===== config.mk =====
export PLATFORM = sky130hd
export DESIGN_NAME = sector_guard
export DESIGN_NICKNAME = d
export VERILOG_FILES = /design/src/rtl/sector_guard_pkg.sv /design/src/rtl/sector_guard_ctrl.sv /design/src/rtl/sector_guard_dp.sv /design/src/rtl/sector_guard.sv
export SDC_FILE = /design/constraint.sdc
export NUM_CORES = 1
export LEC_CHECK = 0
export BUFFER_PORTS_ARGS = -buffer_cell sky130_fd_sc_hd__buf_2
export CELL_PAD_IN_SITES_DETAIL_PLACEMENT = 0
export CELL_PAD_IN_SITES_GLOBAL_PLACEMENT = 1
export CORE_ASPECT_RATIO = 0.9
export CORE_MARGIN = 4
export CORE_UTILIZATION = 33
export DETAILED_ROUTE_END_ITERATION = 7
export HOLD_SLACK_MARGIN = 0.02
export PLACE_DENSITY = 0.79
export SLEW_MARGIN = 20
export SYNTH_ARGS = -nofsm -noshare
export SYNTH_HDL_FRONTEND = slang
export SYNTH_SLANG_ARGS = --single-unit
export TNS_END_PERCENT = 50

===== constraint.sdc =====
create_clock -name clk -period 1.9 [get_ports clk]
set_clock_uncertainty 0.1 [all_clocks]
set_input_delay 0.38 -clock clk [delete_from_list [all_inputs] [get_ports clk]]
set_output_delay 0.38 -clock clk [all_outputs]
set_load 0.02 [all_outputs]

===== src/rtl/sector_guard_pkg.sv =====
package sector_guard_pkg;
  localparam int LOCK_BITS = 2;
  localparam int WL_BIT    = 0;
  localparam int RL_BIT    = 1;

  typedef struct packed {
    logic lockWr;
    logic lockRd;
    logic gpiRd;
    logic anyRd;
  } strobes_t;
endpackage


===== src/rtl/sector_guard_ctrl.sv =====
module sector_guard_ctrl
  import sector_guard_pkg::*;
#(
  parameter int SECTOR_CNT  = 16,
  parameter int SECT_AW     = 16,
  parameter int DATA_W      = 8,
  parameter int LOCK_OFFSET = 2,
  parameter int GPI_ADDR    = 'h100,
  localparam int IDX_W      = $clog2(SECTOR_CNT),
  localparam int ADDR_W     = IDX_W + SECT_AW
) (
  input  logic              regSel,
  input  logic              regWr,
  input  logic              regRd,
  input  logic [ADDR_W-1:0] regAddr,
  input  logic [DATA_W-1:0] wrData,
  output strobes_t          strb,
  output logic [IDX_W-1:0]  idx,
  output logic [LOCK_BITS-1:0] lockVal
);
  localparam logic [ADDR_W-1:0]  GPI_ADDR_L = ADDR_W'(GPI_ADDR);
  localparam logic [SECT_AW-1:0] LOCK_OFF_L = SECT_AW'(LOCK_OFFSET);

  logic lockHit;
  logic gpiHit;
  logic unusedHigh;

  assign lockHit    = regAddr[SECT_AW-1:0] == LOCK_OFF_L;
  assign gpiHit     = regAddr == GPI_ADDR_L;
  assign idx        = regAddr[ADDR_W-1:SECT_AW];
  assign lockVal    = wrData[LOCK_BITS-1:0];
  assign unusedHigh = ^wrData[DATA_W-1:LOCK_BITS];

  always_comb begin
    strb.lockWr = regSel && regWr && lockHit;
    strb.lockRd = regSel && regRd && lockHit;
    strb.gpiRd  = regSel && regRd && gpiHit && !lockHit;
    strb.anyRd  = regSel && regRd;
  end
endmodule


===== src/rtl/sector_guard_dp.sv =====
module sector_guard_dp
  import sector_guard_pkg::*;
#(
  parameter int SECTOR_CNT = 16,
  parameter int DATA_W     = 8,
  parameter int GPI_W      = 5,
  localparam int IDX_W     = $clog2(SECTOR_CNT)
) (
  input  logic                 clk,
  input  logic                 rstN,
  input  strobes_t             strb,
  input  logic [IDX_W-1:0]     idx,
  input  logic [LOCK_BITS-1:0] lockVal,
  input  logic [GPI_W-1:0]     gpiPins,
  input  logic                 topProtN,
  input  logic                 restProtN,
  input  logic [IDX_W-1:0]     arrRdSector,
  input  logic [DATA_W-1:0]    arrRdData,
  output logic [DATA_W-1:0]    arrRdGated,
  output logic [DATA_W-1:0]    rdData,
  output logic [SECTOR_CNT-1:0] readAllow,
  output logic [SECTOR_CNT-1:0] writeAllow
);
  logic [LOCK_BITS-1:0] lockQ [SECTOR_CNT];
  logic [DATA_W-1:0]    rdNext;

  for (genvar g = 0; g < SECTOR_CNT; g++) begin : g_sector
    always_ff @(posedge clk or negedge rstN) begin
      if (!rstN)
        lockQ[g] <= '0;
      else if (strb.lockWr && idx == IDX_W'(g))
        lockQ[g] <= lockVal;
    end

    assign readAllow[g] = ~lockQ[g][RL_BIT];

    if (g == SECTOR_CNT - 1) begin : g_boot
      assign writeAllow[g] = ~lockQ[g][WL_BIT] & topProtN;
    end else begin : g_rest
      assign writeAllow[g] = ~lockQ[g][WL_BIT] & restProtN;
    end
  end

  always_comb begin
    rdNext = '0;
    if (strb.lockRd)
      rdNext = DATA_W'(lockQ[idx]);
    else if (strb.gpiRd)
      rdNext = DATA_W'(gpiPins);
  end

  always_ff @(posedge clk or negedge rstN) begin
    if (!rstN)
      rdData <= '0;
    else if (strb.anyRd)
      rdData <= rdNext;
  end

  assign arrRdGated = readAllow[arrRdSector] ? arrRdData : '0;
endmodule


===== src/rtl/sector_guard.sv =====
module sector_guard
  import sector_guard_pkg::*;
#(
  parameter int SECTOR_CNT  = 16,
  parameter int SECT_AW     = 16,
  parameter int DATA_W      = 8,
  parameter int GPI_W       = 5,
  parameter int LOCK_OFFSET = 2,
  parameter int GPI_ADDR    = 'h100,
  localparam int IDX_W      = $clog2(SECTOR_CNT),
  localparam int ADDR_W     = IDX_W + SECT_AW
) (
  input  logic                  clk,
  input  logic                  rstN,
  input  logic                  regSel,
  input  logic                  regWr,
  input  logic                  regRd,
  input  logic [ADDR_W-1:0]     regAddr,
  input  logic [DATA_W-1:0]     wrData,
  output logic [DATA_W-1:0]     rdData,
  input  logic [GPI_W-1:0]      gpiPins,
  input  logic                  topProtN,
  input  logic                  restProtN,
  input  logic [IDX_W-1:0]      arrRdSector,
  input  logic [DATA_W-1:0]     arrRdData,
  output logic [DATA_W-1:0]     arrRdGated,
  output logic [SECTOR_CNT-1:0] readAllow,
  output logic [SECTOR_CNT-1:0] writeAllow
);
  strobes_t             strb;
  logic [IDX_W-1:0]     idx;
  logic [LOCK_BITS-1:0] lockVal;

  sector_guard_ctrl #(
    .SECTOR_CNT(SECTOR_CNT), .SECT_AW(SECT_AW), .DATA_W(DATA_W),
    .LOCK_OFFSET(LOCK_OFFSET), .GPI_ADDR(GPI_ADDR)
  ) i_ctrl (
    .regSel(regSel), .regWr(regWr), .regRd(regRd), .regAddr(regAddr),
    .wrData(wrData), .strb(strb), .idx(idx), .lockVal(lockVal)
  );

  sector_guard_dp #(
    .SECTOR_CNT(SECTOR_CNT), .DATA_W(DATA_W), .GPI_W(GPI_W)
  ) i_dp (
    .clk(clk), .rstN(rstN), .strb(strb), .idx(idx), .lockVal(lockVal),
    .gpiPins(gpiPins), .topProtN(topProtN), .restProtN(restProtN),
    .arrRdSector(arrRdSector), .arrRdData(arrRdData), .arrRdGated(arrRdGated),
    .rdData(rdData), .readAllow(readAllow), .writeAllow(writeAllow)
  );
endmodule


# After elaboration in Yosys (flattened, before gate mapping)
# Index checks and enable logic that the tools add are counted.
[classes] n_mux=8 n_bitwise=49 n_lt_le_gt_ge=2 n_eq_ne=17 reduce_logical=24
[op_table] cell="equality test 4 bit, second input constant" count=8
[op_table] cell="NOT 1 bit" count=32
[op_table] cell="logical AND 1 bit" count=22
[op_table] cell="equality test 20 x 9 -> 1 bit, second input constant" count=1
[op_table] cell="bitwise AND 1 bit" count=16
[op_table] cell="equality test 16 x 2 -> 1 bit, second input constant" count=1
[op_table] cell="equality test 4 x 3 -> 1 bit, second input constant" count=4
[op_table] cell="two-way mux 5 bit" count=2
[op_table] cell="binary-select mux 2 bit (select 4 bit)" count=1
[op_table] cell="equality test 4 x 2 -> 1 bit, second input constant" count=2
[op_table] cell="two-way mux 8 bit" count=1
[op_table] cell="greater-or-equal comparator 5 bit, second input constant" count=1
[op_table] cell="< comparator 4 x 5 -> 1 bit, second input constant" count=1
[op_table] cell="NOT 4 -> 5 bit" count=1
[op_table] cell="binary-select mux 1 bit (select 4 bit)" count=1
[op_table] cell="equality test 4 x 1 -> 1 bit, second input constant" count=1
[op_table] cell="zero test 4 bit" count=1
[op_table] cell="two-way mux 2 bit" count=2
[op_table] cell="zero test 1 bit" count=1
[op_table] cell="two-way mux 1 bit" count=1
[totals] output_inout_bits=48 elab_cells=117 input_bits=52 ff_bits=40

# Logic depth before layout (Yosys ltp)
# Gate-level depths: netlist of the first run.
[logic_depth] word_depth=5 mapped_depth=5 depth_no_buf=4

# By module
# A second synthesis of the first run with hierarchy kept.
[unflattened] cells_unflattened=213 hier_area_um2=2255.9
[modules_own_cells] module="sector_guard_dp" n_inst=1 seq_area_each_um2=925.9 cells_per_inst=193 area_per_inst_um2=2090.8
[modules_own_cells] module="sector_guard_ctrl" n_inst=1 seq_area_each_um2=0.0 cells_per_inst=20 area_per_inst_um2=165.2

# Least setup slack after synthesis of the first run
# No wires, ideal clock.
[synth_timing] path_type="register to output" from="register i_dp.lockQ[1] in the netlist's numbering" to="output port arrRdGated[0]" path_stages_with_launch=5 n_path_buf=0 arrival_ps=1669 t_required_ps=1420 slack_ps=-249 cell_sequence="dfrtp_1 > inv_1 > mux4_2 > mux4_2 > and2_1"
[synth_via] elab_chain_len=4
[synth_lines] element="start, declared" line_no="sector_guard_dp.sv:24" source="logic [LOCK_BITS-1:0] lockQ [SECTOR_CNT];"
[synth_lines] element="start signal, assigned by index" line_no="sector_guard_dp.sv:32" source="lockQ[g] <= lockVal;"
[synth_lines] element="NOT 1 bit" line_no="sector_guard_dp.sv:35" source="assign readAllow[g] = ~lockQ[g][RL_BIT];"
[synth_lines] element="via readAllow[15]" line_no="sector_guard.sv:27" source="output logic [SECTOR_CNT-1:0] readAllow,"
[synth_lines] element="binary-select mux 1 bit (select 4 bit)" line_no="sector_guard_dp.sv:59" source="assign arrRdGated = readAllow[arrRdSector] ? arrRdData : '0;"
[synth_lines] element="two-way mux 1 bit (not written as such)" line_no="sector_guard_dp.sv:59"
[synth_lines] element="two-way mux 8 bit" line_no="sector_guard_dp.sv:59"
[synth_lines] element="end, declared" line_no="sector_guard.sv:26" source="output logic [DATA_W-1:0] arrRdGated,"
# The timed path passes the listed nets, and every way through them passes these cells. The select of a mux whose other input is x is not followed.

# Final worst setup path of the first run
[layout_timing] from="register i_dp.lockQ[17] in the netlist's numbering" to="output port arrRdGated[5]"
[layout_via] elab_chain_len=4
[layout_lines] element="NOT 1 bit" line_no="sector_guard_dp.sv:35"
[layout_lines] element="binary-select mux 1 bit (select 4 bit)" line_no="sector_guard_dp.sv:59"
[layout_lines] element="two-way mux 1 bit (not written as such)" line_no="sector_guard_dp.sv:59"
[layout_lines] element="two-way mux 8 bit" line_no="sector_guard_dp.sv:59"
# Every way passes these cells. The select of a mux whose other input is x is not followed.

==> parameters.txt, run 1 <==
Parameter                              Value

Drt
  Final ANT Viol Nets    0
  DRC marker count from the first detailed-route iteration    94
  Overall via count from detail_route    just over 2000
  Drt pass-1 iters    4
  Final WL    6.78 mm
  Post-DR wirelength/cell    15.7 um
  DRC viols    0
  Via-per-instance ratio    4.76

Timing
  Min Tclk post-route    2540 ps
  Max-slew violation count    0
  Final number of hold-violating endpoints    0
  Tcrit/Tclk final    133%
  Maximum clock frequency    ~390 MHz
  Setup WS post-layout    -635 ps
  Setup repair after global routing missed its margin    yes
  Finish-stage setup viols    11

Floorplanning
  Core area    0.00673 sq mm
  Die height    around 88 um
  Full die area    0.00846 sq mm
  Width of the die    96.5 um
  Num rows    28
  Boundary Pins    100
  Initial Utilization    34.6%

Outcome
  Violations in the final reports    negative setup slack
  Status    finished, violations left

Synthesis
  Avg Cell Area, Syn    12.4 sq um
  Number of library cell types mapped by synthesis    32
  Synthesized instance count    188
  Most frequent cell after synthesis    sky130_fd_sc_hd__dfrtp_1
  Number of flip-flops and latches in the synthesized netlist    37
  Most common flop cell mapped by yosys    sky130_fd_sc_hd__dfrtp_1
  Share of synthesized registers carrying an async set or reset    100%
  Sequential-to-total area share from yosys stat    39.8%
  Share of Yosys cell area claimed by the top area cell type    ~40%
  Count of flip-flops with a built-in enable after synthesis    0
  Cell types occupying the most area after synthesis    sky130_fd_sc_hd__dfrtp_1 (40%), sky130_fd_sc_hd__mux2_2 (15%), sky130_fd_sc_hd__mux4_2 (13%)
  Cell type with the highest aggregate area in the netlist    sky130_fd_sc_hd__dfrtp_1
  Warnings from Yosys    0
  Post-synthesis instance area    between 0.002 and 0.0025 sq mm
  Commonest cells post-synth    sky130_fd_sc_hd__dfrtp_1 (37), sky130_fd_sc_hd__mux2_2 (30), sky130_fd_sc_hd__inv_1 (18)

Finish
  Proportion of layout cells with a drive suffix above 1    73.8%
  Final Instance Count excl. Fillers    433
  Post-layout net count    394
  Area of combinational cells with multiple inputs    ~0.0015 sq mm
  Signed area change from the synthesized netlist to the final layout    59.9%
  Antenna diode count    0
  Register area    926 sq um
  Post-layout util    between 50 and 60%
  Fill cell total of the finished layout    between 500 and 600

Clock network
  Count of clock tree sinks    37
  Clock latency of the later-clocked register in the worst-skew pair    300 ps
  Buffer depth of the longest clock path    2
  CTS tree    done
  Clock transition time at the flip-flop clock pins of the worst setup and hold paths    80 ps
  Number of buffers inserted during clock tree synthesis    5
  Clock Root Buffer    sky130_fd_sc_hd__clkbuf_8
  Max H-tree Level    2
  Number of hold buffers added after cts    0

Setup path
  Reg2Reg Launch Point    i_dp.lockQ[20]
  Data arrival time at the worst-slack endpoint    2060 ps
  Most prevalent standard cell on the critical path    sky130_fd_sc_hd__mux4_2
  Worst reg-to-reg setup slack    170 ps
  CP Data Required Time    1420 ps
  Worst-path cell with the longest stage delay    sky130_fd_sc_hd__mux4_2
  Kind of start point of the critical path    flop
  Crit Path Category    reg -> out
  Slowest cell delay on critical path    560 ps
  Terminus of the critical flop-to-flop path    i_dp.rdData[0]
  Critical-path maximum fanout    8
  Reg2reg path depth    4
  Critical path endpoint category    output pin
  Critical path, cell by cell    inv_2, mux4_2, mux4_2, and2_4, buf_6

Hold path
  Hold Path Class    in -> async

Global route
  Antenna violations before repair    0
  Overall Global Routing Usage    ~16%
  Gr ovfl total    0
  Pin count of the biggest net entering global routing    38
  Wire length of the first global-routing pass    roughly 11 mm
  Vias in the first global route    ~2100

Pwr
  Peak ir drop on the vdd network    0.277 mV
  Areal power density over the cells    445 mW/mm^2
  Total power    0.00166 W
  P_leak    1.85 nW

Placed design
  Cell count after placement    419
  Port Buf Inserts    90
  GPL Wtd Cong    0.847
  Total half-perimeter wirelength after legalization and detailed placement    5.39 mm

Job
  Number of maximum-capacitance violations    0
-- cell usage in the layout (no fill, tap or decap), drive strengths merged --
cell type and n:
dfrtp 37, or2 2, inv 19, clkinvlp 1, mux2 32, nand4 2
a22o 3, mux4 13, and2 9, buf 155, nor2b 17, conb 3
a221o 1, or4b 1, clkinv 1, a21o 1, nand2b 4, nor4 19
nor2 2, nand2 4, mux2i 6, nor4bb 1, or4 1, clkbuf 6
nand3 2, o31ai 1
-- sequential cells by signal, indices dropped and copies added (netlist names) --
name,count
i_dp.rdData,5
i_dp.lockQ,32
-- critical path: cells and delay by family, from the launching register on --
family        cells  cell delay, ps
buf+inv           2             180
flops             1             380
simple gates      1             180
mux               2            1020
-- cells by family (layout without fill, tap and decap cells) --
group / after synthesis / after routing / synth area share (%)
AOI/OAI and AO/OA: 6 / 6 / 2.21
other: 1 / 3 / 0.161
muxes: 51 / 51 / 31.0
DFF: 37 / 37 / 39.8
buffers and inverters: 29 / 182 / 5.49
and+or+nand+nor: 64 / 64 / 21.4
-- power breakdown --
part | internal, W | switching (W)
combinational | 0.000135 | 0.000165
clock | 0.000260 | 0.000308
sequential | 0.000787 | 0.00000000747
total | 0.00118 | 0.000474
-- through the flow --
step	worst slack (ps)	hold WS (ps)	setup TNS (ps)	instance area, sq um
after detailed placement	-511	354	-14910	3420
after CTS	-668	27.9	-5290	3610
after global routing	-711	50.3	-6410	3720
final	-635	15.3	-5080	3720
after floorplan	-183	-15.6	-2210	2440
after global placement	-478	348	-12760	3420
-- metal layers --
layer	global-route usage (%)	vias to the layer above	wire length, um
met5	0	-	0
met2	28.4	60	3520
met3	3.26	7	393
met1	21.1	1005	2790
li1	-	990	-
met4	3.69	0	70
-- area by class of cell --
cell class	count	area share, %
timing repair buffer	156	28.5
inverter	18	1.82
multi-input combinational	124	39.3
clock inverter	3	0.572
sequential	37	24.9
clock buffer	5	1.85
tap	90	3.03
-- how the worst max path moves through the flow --
stage	startpoint	end	slack, ps	cells after the start
after global placement	arrRdSector[0]	arrRdGated[7]	-480	5
after global routing	i_dp.lockQ[1]	arrRdGated[0]	-710	5
after floorplan	i_dp.lockQ[1]	arrRdGated[0]	-180	4
after CTS	i_dp.lockQ[1]	arrRdGated[3]	-670	5
after detailed placement	arrRdSector[0]	arrRdGated[3]	-510	5
final	i_dp.lockQ[17]	arrRdGated[5]	-640	5
-- timing repair --
| action | CTS | global route |
|---|---|---|
| cloned | 0 | 1 |
| gates resized for setup | 18 | 12 |
| setup buffers | 5 | 0 |
| pin swaps | 7 | 14 |
| endpoints found under the setup margin | 27 | 24 |
Note: power is estimated with default switching activity, not from simulation.
==> run 2, diff against run 1 <==
--- a/config.mk
+++ b/config.mk
@@ -10,10 +10,12 @@
 export CELL_PAD_IN_SITES_GLOBAL_PLACEMENT = 1
 export CORE_ASPECT_RATIO = 0.9
 export CORE_MARGIN = 4
-export CORE_UTILIZATION = 33
+export CORE_UTILIZATION = 34
+export CTS_BUF_LIST = sky130_fd_sc_hd__clkbuf_8
 export DETAILED_ROUTE_END_ITERATION = 7
 export HOLD_SLACK_MARGIN = 0.02
-export PLACE_DENSITY = 0.79
+export PLACE_DENSITY = 0.81
+export SETUP_SLACK_MARGIN = 0.05
 export SLEW_MARGIN = 20
 export SYNTH_ARGS = -nofsm -noshare
 export SYNTH_HDL_FRONTEND = slang
==> run 2 against run 1 <==
  * The flow still finishes with violations (negative setup slack)
  * Largest power group unchanged
  * Critical path type unchanged
  * Worst setup slack got worse by 1.6 ps
  * Power increased by 11%
  * Combinational power increased by 8.3%
  * Count of clock-buffer cells in the layout increased by 1
  * Sequential share of layout area decreased by 1.6 points
  * Flip-flop and latch count unchanged
==> parameters.txt, run 2 (same netlist as run 1, synthesis figures left out) <==
Parameter                              Value

Outcome
  Violations in the final reports    negative setup slack
  Status    finished, violations left

Clock network
  Clock transition time at the flip-flop clock pins of the worst setup and hold paths    80 ps (about the same)
  Max H-tree Level    2 (unchanged)
  Count of clock tree sinks    37 (unchanged)
  CTS tree    done
  Buffer depth of the longest clock path    2 (unchanged)
  Clock latency of the later-clocked register in the worst-skew pair    290 ps (about the same)
  Clock Root Buffer    sky130_fd_sc_hd__clkbuf_8
  Number of buffers inserted during clock tree synthesis    5 (unchanged)

Finish
  Cell area after layout    0.00398 sq mm (+6.9%)
  Antenna diode count    0 (unchanged)
  Max FFs per register    32 (unchanged)
  Largest registers    i_dp.lockQ x32, i_dp.rdData x5
  Most common library cell in the layout ignoring fill and taps    sky130_fd_sc_hd__buf_2
  Register with the highest flop count    i_dp.lockQ
  Post-layout net count    402 (+2.0%)
  Proportion of layout cells with a drive suffix above 1    74.6% (+0.88 points)
  Signed area change from the synthesized netlist to the final layout    71.0%
  Most used cells in the layout excluding fill and tap cells    sky130_fd_sc_hd__buf_2 (76), sky130_fd_sc_hd__buf_4 (62), sky130_fd_sc_hd__dfrtp_1 (37)

Floorplanning
  Die height    86.5 um (-1.3%)
  Full die area    0.00823 sq mm (-2.7%)
  Num rows    28 (unchanged)
  Initial Utilization    35.1% (+0.55 points)
  Width of the die    95.2 um (-1.4%)
  Boundary Pins    100 (unchanged)
  Core area    0.00662 sq mm (-1.6%)

Job
  Number of maximum-capacitance violations    0 (unchanged)

Timing
  Finish-stage setup viols    13 (+2)
  Min Tclk post-route    2540 ps (+1.60 ps)
  Maximum clock frequency    394 MHz (about the same)
  Hold Slack    216 ps (+201 ps)
  Final number of hold-violating endpoints    0 (unchanged)
  Setup repair after global routing missed its margin    yes
  Max-slew violation count    0 (unchanged)
  Tcrit/Tclk final    134% (about the same)
  Setup WS post-layout    -637 ps (-1.60 ps)

Drt
  Highest metal used    met4
  Post-DR wirelength/cell    16.5 um (+5.4%)
  Final ANT Viol Nets    0 (unchanged)
  Final WL    7.28 mm (+7.3%)
  Overall via count from detail_route    2139 (+3.7%)
  DRC viols    0 (unchanged)
  Via-per-instance ratio    4.85 (+1.9%)
  Detailed-route wire length on metal 1    3.14 mm (+12%)
  Routed length on met2    3.61 mm (+2.6%)
  DRC marker count from the first detailed-route iteration    79 (-16%)
  Drt pass-1 iters    4 (unchanged)
  DR WL met3    447 um (+14%)

Setup path
  Crit Path Category    reg -> out
  CP Data Required Time    1420 ps (about the same)
  Critical-path maximum fanout    8 (unchanged)
  Critical path endpoint category    output pin
  Data arrival time at the worst-slack endpoint    2060 ps (about the same)
  Kind of start point of the critical path    flop

Hold path
  Hold Path Class    in -> reg

Pwr
  P_leak    1.94 nW (+5.2%)
  Peak ir drop on the vdd network    0.321 mV (+16%)
  Areal power density over the cells    461 mW/mm^2 (+3.7%)

Placed design
  Port Buf Inserts    90 (unchanged)
  Cell area after placement    0.00347 sq mm (+1.5%)
  GPL Wtd Cong    0.838 (-1.1%)
  Total half-perimeter wirelength after legalization and detailed placement    5.37 mm (-0.30%)

Global route
  Vias in the first global route    2245 (+4.6%)
  Overall Global Routing Usage    17.1% (+0.79 points)
  Pin count of the biggest net entering global routing    21 (-45%)
  Gr ovfl total    0 (unchanged)
  Antenna violations before repair    0 (unchanged)
  Wire length of the first global-routing pass    10.8 mm (+1.4%)
==> run 2: cell count changes in the layout (fill, tap and decap cells not counted), moves of 3 or more <==
cell,change
sky130_fd_sc_hd__mux2_4,+21
sky130_fd_sc_hd__nor4_2,-3
sky130_fd_sc_hd__buf_6,+8
sky130_fd_sc_hd__buf_2,-5
sky130_fd_sc_hd__mux2_2,-21
sky130_fd_sc_hd__buf_8,+3
sky130_fd_sc_hd__nor4_4,+3
==> run 2: worst max-delay path: stages (launching register included) <==
cell and delay, ps:
sky130_fd_sc_hd__dfrtp_1 390, sky130_fd_sc_hd__inv_2 50, sky130_fd_sc_hd__mux4_2 450, sky130_fd_sc_hd__mux4_2 560, sky130_fd_sc_hd__and2_4 180, sky130_fd_sc_hd__buf_6 120
==> run 2: cell type report <==
class / count / area, sq um
Sequential cell: 37 / 926
Clock buffer: 6 / 82.6
Tap cell: 90 / 113
Timing Repair Buffer: 163 / 1150
Fill cell: 516 / 2650
Clock inverter: 2 / 37.5
Inverter: 18 / 67.6
Multi-Input combinational cell: 125 / 1600
==> run 2: metrics by stage <==
stage | TNS [ps] | utilization [%] | total power (W) | std cells | setup WS [ps]
detailed placement | -15940 | 52.4 | 0.00109 | 418 | -517
finish | -5420 | 60.1 | 0.00183 | 441 | -637
CTS | -4990 | 56.2 | 0.00183 | 432 | -639
global route | -6760 | 60.1 | 0.00190 | 441 | -720
floorplan | -2250 | - | 0.000938 | 190 | -183
global placement | -13940 | 52.4 | 0.00108 | 418 | -484
==> run 2: power by group <==
group | switching [W] | internal, W
sequential | 0.00000000784 | 0.000787
combinational | 0.000178 | 0.000147
clock | 0.000296 | 0.000427
total | 0.000474 | 0.00136
==> run 2: routing by layer <==
| metal | up-vias | track usage, % |
|---|---|---|
| met3 | 8 | 3.91 |
| li1 | 1002 | - |
| met1 | 1058 | 22.4 |
| met2 | 71 | 29.1 |
| met4 | 0 | 3.80 |
| met5 | - | 0 |
==> run 2: final timing paths <==
| kind | start | to | slack, ps | cells past startpoint |
|---|---|---|---|---|
| min reg2reg | i_dp.rdData[4] | i_dp.rdData[4] | 410 | 1 |
| max in group asynchronous | rstN | i_dp.lockQ[2] | 750 | 3 |
| max reg2reg | i_dp.lockQ[0] | i_dp.rdData[0] | 160 | 4 |
| max | i_dp.lockQ[21] | arrRdGated[0] | -640 | 5 |
| min | gpiPins[4] | i_dp.rdData[4] | 220 | 2 |
| min in group asynchronous | rstN | i_dp.lockQ[28] | 480 | 2 |
==> run 2: what timing repair did <==
action                     4_1_cts  5_1_grt
cloned                           1        0
setup buffers                    4       10
hold buffers                     1        0
pin swaps                       10       16
gates resized for setup         21       39
setup endpoints to repair       36       41
hold endpoints to repair        17        0
==> run 3, diff against run 2 <==
==> constraint.sdc (replaced) <==
create_clock -name clk -period 2.2 [get_ports clk]
set_clock_uncertainty 0.1 [all_clocks]
set_input_delay 0.44 -clock clk [delete_from_list [all_inputs] [get_ports clk]]
set_output_delay 0.44 -clock clk [all_outputs]
set_load 0.02 [all_outputs]
==> run 3 against run 2 <==
  * The run still ends with negative setup slack left
  * Hold slack gained 59 ps
  * First-iteration DRC count grew 46%
  * Register-to-register slack gained 290 ps
  * Design area shrank 9.5%
  * Flip-flop and latch count is the same
  * Core utilization shrank 5.7 points
  * Global-route usage shrank 0.33 points
  * Critical path depth is the same
  * Clock power shrank 13%
  * Die area is the same
  * Sequential power shrank 14%
  * Sequential share of layout area grew 2.4 points
  * Largest cell class unchanged
  * Highest routed layer unchanged
==> parameters.txt, run 3 (same netlist as run 1, synthesis figures left out) <==
Parameter                              Value

Timing
  Worst Max-Slew Pin Slew    501 ps
  Final number of hold-violating endpoints    0 (unchanged)
  Finish-stage setup viols    9 (-4)
  Setup repair after global routing missed its margin    yes
  Setup WS post-layout    -445 ps (+192 ps)
  Maximum clock frequency    378 MHz
  Min Tclk post-route    2650 ps
  Tcrit/Tclk final    120%
  Relative slew slack    66.6%
  Max-slew violation count    0 (unchanged)

Finish
  Register with the highest flop count    i_dp.lockQ
  Final Instance Count excl. Fillers    434 (-1.6%)
  Proportion of layout cells with a drive suffix above 1    68.9% (-5.7 points)
  Post-layout net count    395 (-1.7%)
  Signed area change from the synthesized netlist to the final layout    54.7%
  Most used cells in the layout excluding fill and tap cells    sky130_fd_sc_hd__buf_2 (81), sky130_fd_sc_hd__buf_4 (57), sky130_fd_sc_hd__dfrtp_1 (37)
  Max FFs per register    32 (unchanged)
  Largest registers    i_dp.lockQ x32, i_dp.rdData x5
  Antenna diode count    0 (unchanged)
  Most common library cell in the layout ignoring fill and taps    sky130_fd_sc_hd__buf_2

Pwr
  Share of total power in sequential cells    44.2% (+1.3 points)
  Design internal power    0.00115 W (-16%)
  Clock network fraction of total power    41.0% (+1.6 points)
  Total power    0.00154 W (-16%)
  Areal power density over the cells    428 mW/mm^2 (-7.3%)
  Combinational share of power    14.8% (-2.9 points)
  Switching power    0.000392 W (-17%)
  Peak ir drop on the vdd network    0.183 mV (-43%)
  P_leak    1.74 nW (-10%)
  Sw frac    25.5% (-0.35 points)

Hold path
  Worst hold path stage count    2 (unchanged)
  Hold Path Class    in -> reg
  Hold path startpoint    gpiPins[2]
  Endpoint with the worst hold slack    i_dp.rdData[2]

Global route
  Pin count of the biggest net entering global routing    22 (+4.8%)
  Antenna violations before repair    0 (unchanged)
  Gr ovfl total    0 (unchanged)
  Vias in the first global route    2155 (-4.0%)
  Overall Global Routing Usage    16.8% (-0.33 points)
  Wire length of the first global-routing pass    10.6 mm (-1.8%)

Placed design
  Cell count after placement    413 (-1.2%)
  Port Buf Inserts    90 (unchanged)
  GPL Wtd Cong    0.898 (+7.1%)
  Total half-perimeter wirelength after legalization and detailed placement    5.16 mm (-3.9%)

Clock network
  Clock latency of the later-clocked register in the worst-skew pair    300 ps (about the same)
  Clock transition time at the flip-flop clock pins of the worst setup and hold paths    80 ps (about the same)
  CTS tree    done
  Clock Root Buffer    sky130_fd_sc_hd__clkbuf_8
  Max H-tree Level    2 (unchanged)
  Buffer depth of the longest clock path    2 (unchanged)
  Number of buffers inserted during clock tree synthesis    5 (unchanged)
  Count of clock tree sinks    37 (unchanged)

Setup path
  Critical-path maximum fanout    8 (unchanged)
  Data arrival time at the worst-slack endpoint    2110 ps (+50 ps)
  Kind of start point of the critical path    flop
  CP Data Required Time    1660 ps (+240 ps)
  Reg2reg path depth    6 (+2)
  Crit path from    i_dp.lockQ[19]
  Crit Path Category    reg -> out
  Reg2Reg Launch Point    i_dp.lockQ[1]
  Worst reg-to-reg setup slack    450 ps (+290 ps)
  Critical path endpoint category    output pin
  Terminus of the critical flop-to-flop path    i_dp.rdData[1]

Drt
  Drt pass-1 iters    4 (unchanged)
  DRC viols    0 (unchanged)
  Overall via count from detail_route    2105 (-1.6%)
  DRC marker count from the first detailed-route iteration    115 (+46%)
  Via-per-instance ratio    4.85 (about the same)
  Post-DR wirelength/cell    15.9 um (-3.5%)
  Final WL    6.91 mm (-5.0%)
  Final ANT Viol Nets    0 (unchanged)

Outcome
  Violations in the final reports    negative setup slack
  Status    finished, violations left

Floorplanning
  Full die area    0.00823 sq mm (unchanged)
  Initial Utilization    35.1% (unchanged)
  Width of the die    95.2 um (unchanged)
  Die height    86.5 um (unchanged)
  Num rows    28 (unchanged)
  Boundary Pins    100 (unchanged)
  Core area    0.00662 sq mm (unchanged)

Job
  Number of maximum-capacitance violations    0 (unchanged)
-- run 3: worst max-delay path by stage --
| stage | endpoint | depth (start not counted) |
|---|---|---|
| 3_5_place_dp | arrRdGated[6] | 5 |
| 3_3_place_gp | arrRdGated[1] | 5 |
| 2_1_floorplan | arrRdGated[0] | 3 |
| 5_1_grt | arrRdGated[0] | 5 |
| 6_report | arrRdGated[3] | 5 |
| 4_1_cts | arrRdGated[2] | 5 |
-- run 3: power groups by stage --
stage | sequential [W] | combinational, W | clock [W]
floorplan | 0.000693 | 0.000109 | 0
global placement | 0.000693 | 0.000211 | 0
detailed placement | 0.000693 | 0.000215 | 0
CTS | 0.000679 | 0.000223 | 0.000635
global route | 0.000679 | 0.000246 | 0.000683
finish | 0.000679 | 0.000228 | 0.000631
-- run 3: metal layers --
| layer | GRT usage [%] | vias up | part of all wire (%) | wire, um |
|---|---|---|---|---|
| li1 | - | 996 | - | - |
| met1 | 21.5 | 1031 | 41 | 2860 |
| met2 | 28.5 | 69 | 51 | 3520 |
| met3 | 4.25 | 9 | 6.4 | 441 |
| met4 | 4.06 | 0 | 1.4 | 97 |
| met5 | 0 | - | 0 | 0 |
-- run 3: cell type report --
type	instances	area (sq um)
Tap cell	90	113
Inverter	18	67.6
Sequential cell	37	926
Fill cell	568	3020
Timing Repair Buffer	157	1060
Clock inverter	2	37.5
Multi-Input combinational cell	124	1310
Clock buffer	6	82.6
-- run 3: stage by stage --
step	TNS [ps]	utilization [%]	area, sq um	hold WS [ps]	worst slack (ps)
after floorplan	0	-	2350	44.4	28.3
after global placement	-5600	49.6	3290	323	-333
after detailed placement	-6290	49.6	3290	327	-364
after CTS	-3380	53.7	3560	270	-416
after global routing	-4170	54.3	3600	255	-513
final	-3580	54.3	3600	275	-445
-- run 3: critical path: stages, from the launching register on --
cell	delay, ps
sky130_fd_sc_hd__dfrtp_1	400
sky130_fd_sc_hd__inv_2	50
sky130_fd_sc_hd__mux4_2	470
sky130_fd_sc_hd__mux4_2	570
sky130_fd_sc_hd__and2_4	170
sky130_fd_sc_hd__buf_4	150
-- run 3: timing repair --
action / in CTS / in global routing
endpoints found under the hold margin: 19 / 0
hold buffers: 1 / 0
setup buffers: 10 / 2
gates resized for setup: 19 / 8
pin swaps: 3 / 5
endpoints found under the setup margin: 8 / 12
